## src/rtl/sio_tx_pkg.sv

```systemverilog
package sio_tx_pkg;
  localparam int WORD_W = 16;
  localparam int QUEUE_DEPTH = 16;

  // strobes from the control side to the datapath
  typedef struct packed {
    logic popPrim;   // load a queued word into the shifter
    logic loadCtl;   // load the control word into the shifter
    logic shiftBit;  // advance the shifter by one bit
    logic flagLsb;   // marker value for a popped word in flag mode
  } txStrobes_t;
endpackage

```

## src/rtl/sio_tx_fifo.sv

```systemverilog
module sio_tx_fifo #(
  parameter int DATA_W = 16,
  parameter int DEPTH = 16,
  localparam int PTR_W = $clog2(DEPTH),
  localparam int LVL_W = $clog2(DEPTH + 1)
) (
  input  logic              clk,
  input  logic              rstN,
  input  logic              push,
  input  logic              pop,
  input  logic [DATA_W-1:0] pushData,
  output logic [DATA_W-1:0] head,
  output logic [LVL_W-1:0]  level
);
  logic [DATA_W-1:0] mem [DEPTH];
  logic [PTR_W-1:0]  wrPtr, rdPtr;

  always_ff @(posedge clk) begin
    if (push) mem[wrPtr] <= pushData;
  end

  always_ff @(posedge clk or negedge rstN) begin
    if (!rstN) begin
      wrPtr <= '0;
      rdPtr <= '0;
      level <= '0;
    end else begin
      if (push) wrPtr <= (wrPtr == PTR_W'(DEPTH - 1)) ? '0 : wrPtr + 1'b1;
      if (pop)  rdPtr <= (rdPtr == PTR_W'(DEPTH - 1)) ? '0 : rdPtr + 1'b1;
      case ({push, pop})
        2'b10:   level <= level + 1'b1;
        2'b01:   level <= level - 1'b1;
        default: level <= level;
      endcase
    end
  end

  assign head = mem[rdPtr];
endmodule

```

## src/rtl/sio_tx_ctrl.sv

```systemverilog
module sio_tx_ctrl
  import sio_tx_pkg::*;
#(
  parameter int DATA_W = 16,
  parameter int DEPTH = 16,
  localparam int LVL_W = $clog2(DEPTH + 1),
  localparam int WM_W = $clog2(DEPTH),
  localparam int CNT_W = $clog2(DATA_W + 1)
) (
  input  logic             clk,
  input  logic             rstN,
  input  logic             txEn,
  input  logic             bitTick,
  input  logic             cfgLen16,
  input  logic             cfgFlagMode,
  input  logic [WM_W-1:0]  cfgWatermark,
  input  logic             wrFifo,
  input  logic             wrCtl,
  input  logic [LVL_W-1:0] level,
  input  logic             clrEmpty,
  input  logic             clrUnderrun,
  input  logic             clrOverflow,
  output txStrobes_t       strb,
  output logic             pushOk,
  output logic             busy,
  output logic             ctlPending,
  output logic             flagEmpty,
  output logic             flagUnderrun,
  output logic             flagOverflow
);
  logic [CNT_W-1:0] bitsLeft;
  logic             ctlNext;
  logic             tick, fifoEmpty, fifoFull, underrunHit, loading;
  logic             setEmpty, setOverflow;
  logic [CNT_W-1:0] wordLen;

  assign tick      = bitTick & txEn;
  assign fifoEmpty = (level == '0);
  assign fifoFull  = (level == LVL_W'(DEPTH));
  assign wordLen   = cfgLen16 ? CNT_W'(DATA_W) : CNT_W'(DATA_W / 2);
  assign pushOk    = wrFifo & ~fifoFull;

  always_comb begin
    strb        = '0;
    underrunHit = 1'b0;
    if (tick) begin
      if (busy && bitsLeft > CNT_W'(1)) begin
        strb.shiftBit = 1'b1;
      end else if (ctlNext) begin
        strb.loadCtl = 1'b1;
      end else if (!fifoEmpty) begin
        strb.popPrim = 1'b1;
        strb.flagLsb = ctlPending;
      end else begin
        underrunHit = 1'b1;
      end
    end
  end

  assign loading     = strb.popPrim | strb.loadCtl;
  assign setEmpty    = strb.popPrim && ((level - LVL_W'(1)) <= LVL_W'(cfgWatermark));
  assign setOverflow = wrFifo & fifoFull;

  always_ff @(posedge clk or negedge rstN) begin
    if (!rstN) begin
      busy         <= 1'b0;
      bitsLeft     <= '0;
      ctlNext      <= 1'b0;
      ctlPending   <= 1'b0;
      flagEmpty    <= 1'b0;
      flagUnderrun <= 1'b0;
      flagOverflow <= 1'b0;
    end else begin
      if (loading) begin
        busy     <= 1'b1;
        bitsLeft <= wordLen;
      end else if (strb.shiftBit) begin
        bitsLeft <= bitsLeft - 1'b1;
      end else if (underrunHit) begin
        busy     <= 1'b0;
        bitsLeft <= '0;
      end

      if (strb.popPrim)      ctlNext <= cfgFlagMode & ctlPending;
      else if (strb.loadCtl) ctlNext <= 1'b0;

      if (wrCtl)             ctlPending <= 1'b1;
      else if (strb.loadCtl) ctlPending <= 1'b0;

      flagEmpty    <= (flagEmpty & ~clrEmpty) | setEmpty;
      flagUnderrun <= (flagUnderrun & ~clrUnderrun) | underrunHit;
      flagOverflow <= (flagOverflow & ~clrOverflow) | setOverflow;
    end
  end
endmodule

```

## src/rtl/sio_tx_datapath.sv

```systemverilog
module sio_tx_datapath
  import sio_tx_pkg::*;
#(
  parameter int DATA_W = 16,
  localparam int HALF_W = DATA_W / 2
) (
  input  logic              clk,
  input  logic              rstN,
  input  txStrobes_t        strb,
  input  logic              cfgMsbFirst,
  input  logic              cfgLen16,
  input  logic              cfgFlagMode,
  input  logic              wrCtl,
  input  logic [DATA_W-1:0] wrData,
  input  logic [DATA_W-1:0] head,
  output logic              curBit
);
  logic [DATA_W-1:0] ctlReg, shReg, rawWord, alignedWord;

  always_comb begin
    rawWord = strb.loadCtl ? ctlReg : head;
    if (strb.popPrim && cfgFlagMode) rawWord[0] = strb.flagLsb;
    if (cfgLen16)         alignedWord = rawWord;
    else if (cfgMsbFirst) alignedWord = {rawWord[HALF_W-1:0], {HALF_W{1'b0}}};
    else                  alignedWord = {{HALF_W{1'b0}}, rawWord[HALF_W-1:0]};
  end

  always_ff @(posedge clk or negedge rstN) begin
    if (!rstN) begin
      ctlReg <= '0;
      shReg  <= '0;
    end else begin
      if (wrCtl) ctlReg <= wrData;
      if (strb.popPrim || strb.loadCtl) shReg <= alignedWord;
      else if (strb.shiftBit)           shReg <= cfgMsbFirst ? (shReg << 1) : (shReg >> 1);
    end
  end

  assign curBit = cfgMsbFirst ? shReg[DATA_W-1] : shReg[0];
endmodule

```

## src/rtl/sio_fifo_tx.sv

```systemverilog
module sio_fifo_tx
  import sio_tx_pkg::*;
#(
  parameter int DATA_W = WORD_W,
  parameter int DEPTH = QUEUE_DEPTH,
  localparam int LVL_W = $clog2(DEPTH + 1),
  localparam int WM_W = $clog2(DEPTH)
) (
  input  logic              clk,
  input  logic              rstN,
  input  logic              wrEn,
  input  logic              wrSel,
  input  logic [DATA_W-1:0] wrData,
  input  logic              cfgMsbFirst,
  input  logic              cfgLen16,
  input  logic              cfgFlagMode,
  input  logic [WM_W-1:0]   cfgWatermark,
  input  logic              cfgErrIrqEn,
  input  logic              txEn,
  input  logic              bitTick,
  input  logic              clrEmpty,
  input  logic              clrUnderrun,
  input  logic              clrOverflow,
  output logic              txData,
  output logic [LVL_W-1:0]  fifoLevel,
  output logic              ctlPending,
  output logic              flagEmpty,
  output logic              flagUnderrun,
  output logic              flagOverflow,
  output logic              irq
);
  txStrobes_t        strb;
  logic              wrFifo, wrCtl, pushOk, busy, curBit;
  logic [DATA_W-1:0] head;

  assign wrFifo = wrEn & ~wrSel;
  assign wrCtl  = wrEn & wrSel;

  sio_tx_fifo #(.DATA_W(DATA_W), .DEPTH(DEPTH)) u_fifo (
    .clk(clk), .rstN(rstN), .push(pushOk), .pop(strb.popPrim),
    .pushData(wrData), .head(head), .level(fifoLevel)
  );

  sio_tx_ctrl #(.DATA_W(DATA_W), .DEPTH(DEPTH)) u_ctrl (
    .clk(clk), .rstN(rstN), .txEn(txEn), .bitTick(bitTick),
    .cfgLen16(cfgLen16), .cfgFlagMode(cfgFlagMode), .cfgWatermark(cfgWatermark),
    .wrFifo(wrFifo), .wrCtl(wrCtl), .level(fifoLevel),
    .clrEmpty(clrEmpty), .clrUnderrun(clrUnderrun), .clrOverflow(clrOverflow),
    .strb(strb), .pushOk(pushOk), .busy(busy), .ctlPending(ctlPending),
    .flagEmpty(flagEmpty), .flagUnderrun(flagUnderrun), .flagOverflow(flagOverflow)
  );

  sio_tx_datapath #(.DATA_W(DATA_W)) u_dp (
    .clk(clk), .rstN(rstN), .strb(strb), .cfgMsbFirst(cfgMsbFirst),
    .cfgLen16(cfgLen16), .cfgFlagMode(cfgFlagMode), .wrCtl(wrCtl),
    .wrData(wrData), .head(head), .curBit(curBit)
  );

  assign txData = busy ? curBit : 1'b1;
  assign irq    = flagUnderrun & cfgErrIrqEn;
endmodule

```

## config.mk

```make
export PLATFORM = sky130hd
export DESIGN_NAME = sio_fifo_tx
export DESIGN_NICKNAME = d
export VERILOG_FILES = /design/src/rtl/sio_tx_pkg.sv /design/src/rtl/sio_tx_fifo.sv /design/src/rtl/sio_tx_ctrl.sv /design/src/rtl/sio_tx_datapath.sv /design/src/rtl/sio_fifo_tx.sv
export SDC_FILE = /design/constraint.sdc
export NUM_CORES = 1
export LEC_CHECK = 0
export BUFFER_PORTS_ARGS = -buffer_cell sky130_fd_sc_hd__buf_2
export CORE_ASPECT_RATIO = 0.75
export CORE_MARGIN = 4
export CORE_UTILIZATION = 30
export DETAILED_ROUTE_END_ITERATION = 8
export HOLD_SLACK_MARGIN = 0.06
export PLACE_DENSITY_LB_ADDON = 0.2
export SETUP_SLACK_MARGIN = 0.5
export SYNTH_ARGS = -nofsm -noshare
export SYNTH_HDL_FRONTEND = slang
export SYNTH_SLANG_ARGS = --single-unit
```

## constraint.sdc

```tcl
create_clock -name clk -period 3.9 [get_ports clk]
set_clock_uncertainty 0.05 [all_clocks]
set_input_delay 0.195 -clock clk [delete_from_list [all_inputs] [get_ports clk]]
set_output_delay 0.195 -clock clk [all_outputs]
set_load 0.02 [all_outputs]
```

Yosys cells after proc, flatten, opt, wreduce, memory -nomap -nowiden --
Memory sizes are Yosys's and may differ from the RTL's. Index checks and enable logic that the tools add are counted.
Storage, ports and cells: register bits after elaboration 56, bits in writable memories 256, input bits 33, output and inout bits 11, memories kept 1
Memories:
- u_fifo.mem | depth 16, bits a word 16, rd ports 1, clocked after Yosys merged registers in 0, wr ports 1, RTL line sio_tx_fifo.sv:15 | logic [DATA_W-1:0] mem [DEPTH];
Operators by class: add/subtract/negate cells 5, order comparisons 2, equality and inequality tests 6, multiplexer cells 37, bitwise gates (word level) 19, reduce and logical (&&, ||, !) cells 12
Operator list (count):
- two-way mux 16 bit | 6
- two-way mux 1 bit | 22
- two-way mux 5 bit | 4
- two-way mux 4 bit | 3
- bitwise AND 1 bit | 10
- one-hot mux 5 bit (2 select lines) | 1
- nonzero test 2 bit | 5
- subtractor 5 x 1 -> 5 bit (second input constant) | 2
- adder 4 x 1 -> 4 bit (second input constant) | 2
- == test 4 bit (second input constant) | 2
- adder 5 x 1 -> 5 bit (second input constant) | 1
- == test 5 bit (second input constant) | 1
- greater-than comparator 5 x 1 -> 1 bit (second input constant) | 1
- <= comparator 5 x 4 -> 1 bit | 1
- logical NOT 5 bit | 1
- NOT 1 bit | 5
- OR 1 bit | 4
- logical AND 1 bit | 3
- nonzero test 3 bit | 1
- == test 2 x 1 -> 1 bit (second input constant) | 1
- == test 2 bit (second input constant) | 1
- two-way mux 2 bit | 1
- inequality test 2 x 1 -> 1 bit (second input constant) | 1
- AND reduction 2 bit | 1
- logical OR 1 bit | 1

Depth between registers and ports, before layout --
depth after elaboration 10, gate-level depth with buffers 11, mapped depth without buffers 10

By module --
A second synthesis with hierarchy kept.
Second synthesis, totals: cells, all modules 749, area total of the unflattened synthesis 13056.3 sq um
By module, submodules not included:
- sio_tx_fifo | times used 1, cells an instance 496, area an instance 10452.5 sq um
- sio_tx_datapath | times used 1, cells an instance 165, area an instance 1808.0 sq um
- sio_tx_ctrl | times used 1, cells an instance 84, area an instance 767.0 sq um
- sio_fifo_tx | times used 1, cells an instance 4, area an instance 28.8 sq um

Worst setup path before layout --
Ideal clock, no wire load.
path kind reg2reg, start register u_fifo.level[0], end memory u_fifo.mem[3][0], enable pin, arrival 2.848 ns, data required time 3.441 ns, slack 0.593 ns, cell stages (with the launch flop) 7, period minus slack after synthesis 3.307 ns, path through dfrtp_1 > inv_1 > ha_1 > nor3b_1 > a21oi_1 > nand2_1 > nor3_1
On the way: word-level cells in the longest chain between the ends 5
Ends and longest elaborated chain:
- from (decl) | RTL line sio_tx_fifo.sv:13 | output logic [LVL_W-1:0] level
- from (signal assigned) | RTL line sio_tx_fifo.sv:31 | 2'b10: level <= level + 1'b1;
- from (signal assigned) | RTL line sio_tx_fifo.sv:32 | 2'b01: level <= level - 1'b1;
- from (signal assigned) | RTL line sio_tx_fifo.sv:33 | default: level <= level;
- == test 5 bit | RTL line sio_tx_ctrl.sv:39 | assign fifoFull = (level == LVL_W'(DEPTH));
- NOT 1 bit | RTL line sio_tx_ctrl.sv:41 | assign pushOk = wrFifo & ~fifoFull;
- bitwise AND 1 bit | RTL line sio_tx_ctrl.sv:41
- two-way mux 1 bit | RTL line sio_tx_fifo.sv:19 | if (push) mem[wrPtr] <= pushData;
- two-way mux 1 bit (not written as such) | RTL line sio_tx_fifo.sv:19
- to (decl) | RTL line sio_tx_fifo.sv:15
Every way passes these cells.

Worst setup path in the final report --
start register u_fifo.level[0], end memory u_fifo.mem[6][5], enable pin
Same word-level chain as after synthesis.

==> impl_metrics.env <==
export IMPL_status="completed"
export IMPL_cpPeakStageDelay_ns=0.57
export IMPL_synthesis_area_mm2=0.01300
export IMPL_syn_nets=802
export IMPL_final_hold_viol_count=0
export IMPL_path_cells="inv_1 > ha_1 > nor3b_1 > a21oi_1 > buf_4 > nand2_1 > nor2_2 > buf_4"
export IMPL_grt_pass1_wl_um=50110
export IMPL_yosysMostFrequentCell="edfxtp_1"
export IMPL_diodes=0
export IMPL_cap_violations=0
export IMPL_worstPathMaxFanout=10
export IMPL_dieWidth_um=248.3
export IMPL_rsz0062_at_grt="no"
export IMPL_cts_buffer_depth=3
export IMPL_cts_buffers=31
export IMPL_critical_path_endpoint_type="register"
export IMPL_dieArea_mm2=0.04675
export IMPL_drive_gt1_share_pct=25.17
export IMPL_clk_pin_slew_ns=0.06
export IMPL_ys_seq_elements=312
export IMPL_synth_edff_count=256
export IMPL_fin_crit_sh_pct=74.35
export IMPL_synth_top_area_share_pct=59.15
export IMPL_slowest_stage="nor2_2"
export IMPL_die_h_um=188.3
export IMPL_avgSynthCellArea_um2=17.21
export IMPL_via_per_inst=5.057
export IMPL_worstPathArrival_ns=3.14
export IMPL_insertion_delay_ns=0.58
export IMPL_rows=65
export IMPL_antenna_found_initial=1
export IMPL_cp_common_cell="buf_4"
export IMPL_syn_to_final_growth_pct=17.84
export IMPL_grt_ovfl_total=0
export IMPL_synth_cell_type_count=54
export IMPL_synth_area_leaders="edfxtp_1 (59%), dfrtp_1 (11%), mux4_2 (10%), mux2i_1 (1.7%), mux2_2 (1.6%)"
export IMPL_cts_tree="yes"
export IMPL_grtUsageTotal_pct=14.35
export IMPL_r2r_slack_ns=1.00
export IMPL_synthTopCellsByCount="edfxtp_1 (256), mux4_2 (58), dfrtp_1 (56), nand2_1 (46), nor2_1 (29)"
export IMPL_grt_pass1_vias=7349
export IMPL_clkSinkCount=312
export IMPL_stdcell_count=1447
export IMPL_async_flop_share_pct=17.95
export IMPL_dp_hpwl_um=22270
export IMPL_irDropWorstVdd_mv=0.4134
export IMPL_worst_slew_pin_slew_ns=1.018
export IMPL_numPortBuffers=43
export IMPL_fin_tns_setup_ns=0
export IMPL_placed_cells=1367
export IMPL_cp_start_kind="register"
export IMPL_drt_iter0_drc=557
export IMPL_htree_num_levels=1
export IMPL_nets=902
export IMPL_avgRoutedWirePerCell_um=23.23
export IMPL_route_vias_total=7318
export IMPL_yosys_area_top_type="edfxtp_1"
export IMPL_hold_slack_ns=0.1724
export IMPL_critPathRequiredTime_ns=4.14
export IMPL_grt_max_degree=43
export IMPL_ant_nets=0
export IMPL_hold_path_class="in -> reg"
export IMPL_yosys_warnings=0
export IMPL_drcViolationCount=0
export IMPL_final_max_slew_viol_count=0
export IMPL_dpl_cell_area_mm2=0.01410
export IMPL_io_pins=44
export IMPL_core_area_mm2=0.04245
export IMPL_place_congestion=0.8278
export IMPL_cts_root_buf="clkbuf_16"
export IMPL_design_area_mm2=0.01531
export IMPL_leakagePower_uw=0.005252
export IMPL_syn_inst=755
export IMPL_fmax_ghz=0.3449
export IMPL_setup_viol=0
export IMPL_slew_headroom_pct=32.14
export IMPL_drt_first_pass_iters=5
export IMPL_initial_core_util_pct=30.61
export IMPL_path_class="reg -> reg"
export IMPL_drt_total_wl_um=33620
export IMPL_seq_area_frac_synth_pct=69.93
export IMPL_power_density_mw_per_mm2=678.7
export IMPL_total_power_uw=10390
export IMPL_period_minus_slack_ns=2.900
export IMPL_synth_ff_type="edfxtp_1"
-- what timing repair did --
item | 4_1_cts | 5_1_grt
resized for setup | 0 | 0
endpoints found under the hold margin | 305 | 0
setup buffers | 0 | 0
hold buffers | 24 | 0
-- path summary, 6_finish.rpt --
kind | start | to | cells after the start
setup / recovery | u_fifo.level[0]$_DFFE_PN0P_ | u_fifo.mem[6][5]$_DFFE_PP_ | 8
hold / removal | cfgMsbFirst | u_dp.shReg[4]$_DFFE_PN0P_ | 3
setup reg to reg | u_fifo.level[0]$_DFFE_PN0P_ | u_fifo.mem[6][5]$_DFFE_PP_ | 8
hold reg to reg | u_ctrl.ctlPending$_DFFE_PN0P_ | u_ctrl.ctlPending$_DFFE_PN0P_ | 2
max in group asynchronous | rstN | u_ctrl.ctlNext$_DFFE_PN0N_ | 3
min in group asynchronous | rstN | u_fifo.level[0]$_DFFE_PN0P_ | 2
-- metrics by stage --
step	setup WS, ns	util, %
finish	1.000	36.07
floorplan	0.5932	-
global placement	0.9488	33.22
detailed placement	0.9697	33.22
CTS	0.9549	36.07
global route	0.6893	36.07
-- sequential cells by signal, indices dropped and copies added, names as in the netlist, 4 cells and up --
register         cells
u_fifo.mem         256
u_dp.ctlReg         16
u_dp.shReg          16
u_ctrl.bitsLeft      5
u_fifo.level         5
u_fifo.rdPtr         4
u_fifo.wrPtr         4
-- layout make-up --
| cell class | count | area (um^2) |
|---|---|---|
| fillers | 4003 | 27140 |
| flip-flops and latches | 312 | 9095 |
| multi-input cells | 385 | 3687 |
| clock buffers | 39 | 805.8 |
| repair buffers | 107 | 780.7 |
| well taps | 569 | 711.9 |
| clock inverters | 17 | 166.4 |
| inverters | 18 | 67.56 |
-- routing by layer --
metal,wire length (um),global-route usage [%],vias up
li1,-,-,3237
met1,16750,22.92,3821
met2,14160,19.98,213
met3,2127,3.343,47
met4,577,2.696,0
met5,0,0,-
-- placed cells by master (no fill, tap or decap), types with 18 or more instances in the layout --
cell type / instances
buf_4: 38
mux2_2: 19
buf_2: 43
mux2i_1: 22
o21ai_0: 21
dfrtp_1: 53
mux4_2: 58
a21oi_1: 18
edfxtp_1: 256
dlygate4sd3_1: 24
nand2_1: 46
clkbuf_16: 31
inv_1: 18
-- cells by family (layout without fill, tap and decap cells) --
kind of cell,after synthesis,after routing,share of synthesized area [%]
buf+inv,58,181,2.080
compound gates,123,123,6.595
fa+ha+maj,14,14,1.348
flops,312,312,69.93
xor+xnor,10,10,0.6739
mux,105,105,14.60
simple gates,133,133,4.766
-- power breakdown --
part | switching [uW] | internal [uW]
registers | 430 | 3930
logic | 1720 | 1390
clock network | 1270 | 1660
-- critical path, delay by kind of cell (launching register included) --
family | cells | cell delay [ns]
flip-flops | 1 | 0.47
buffers and inverters | 3 | 0.61
AO/OA/AOI/OAI | 1 | 0.25
adder cells (fa/ha/maj) | 1 | 0.25
AND/OR/NAND/NOR | 3 | 0.95
No activity file was read; power rests on OpenSTA's default activity.
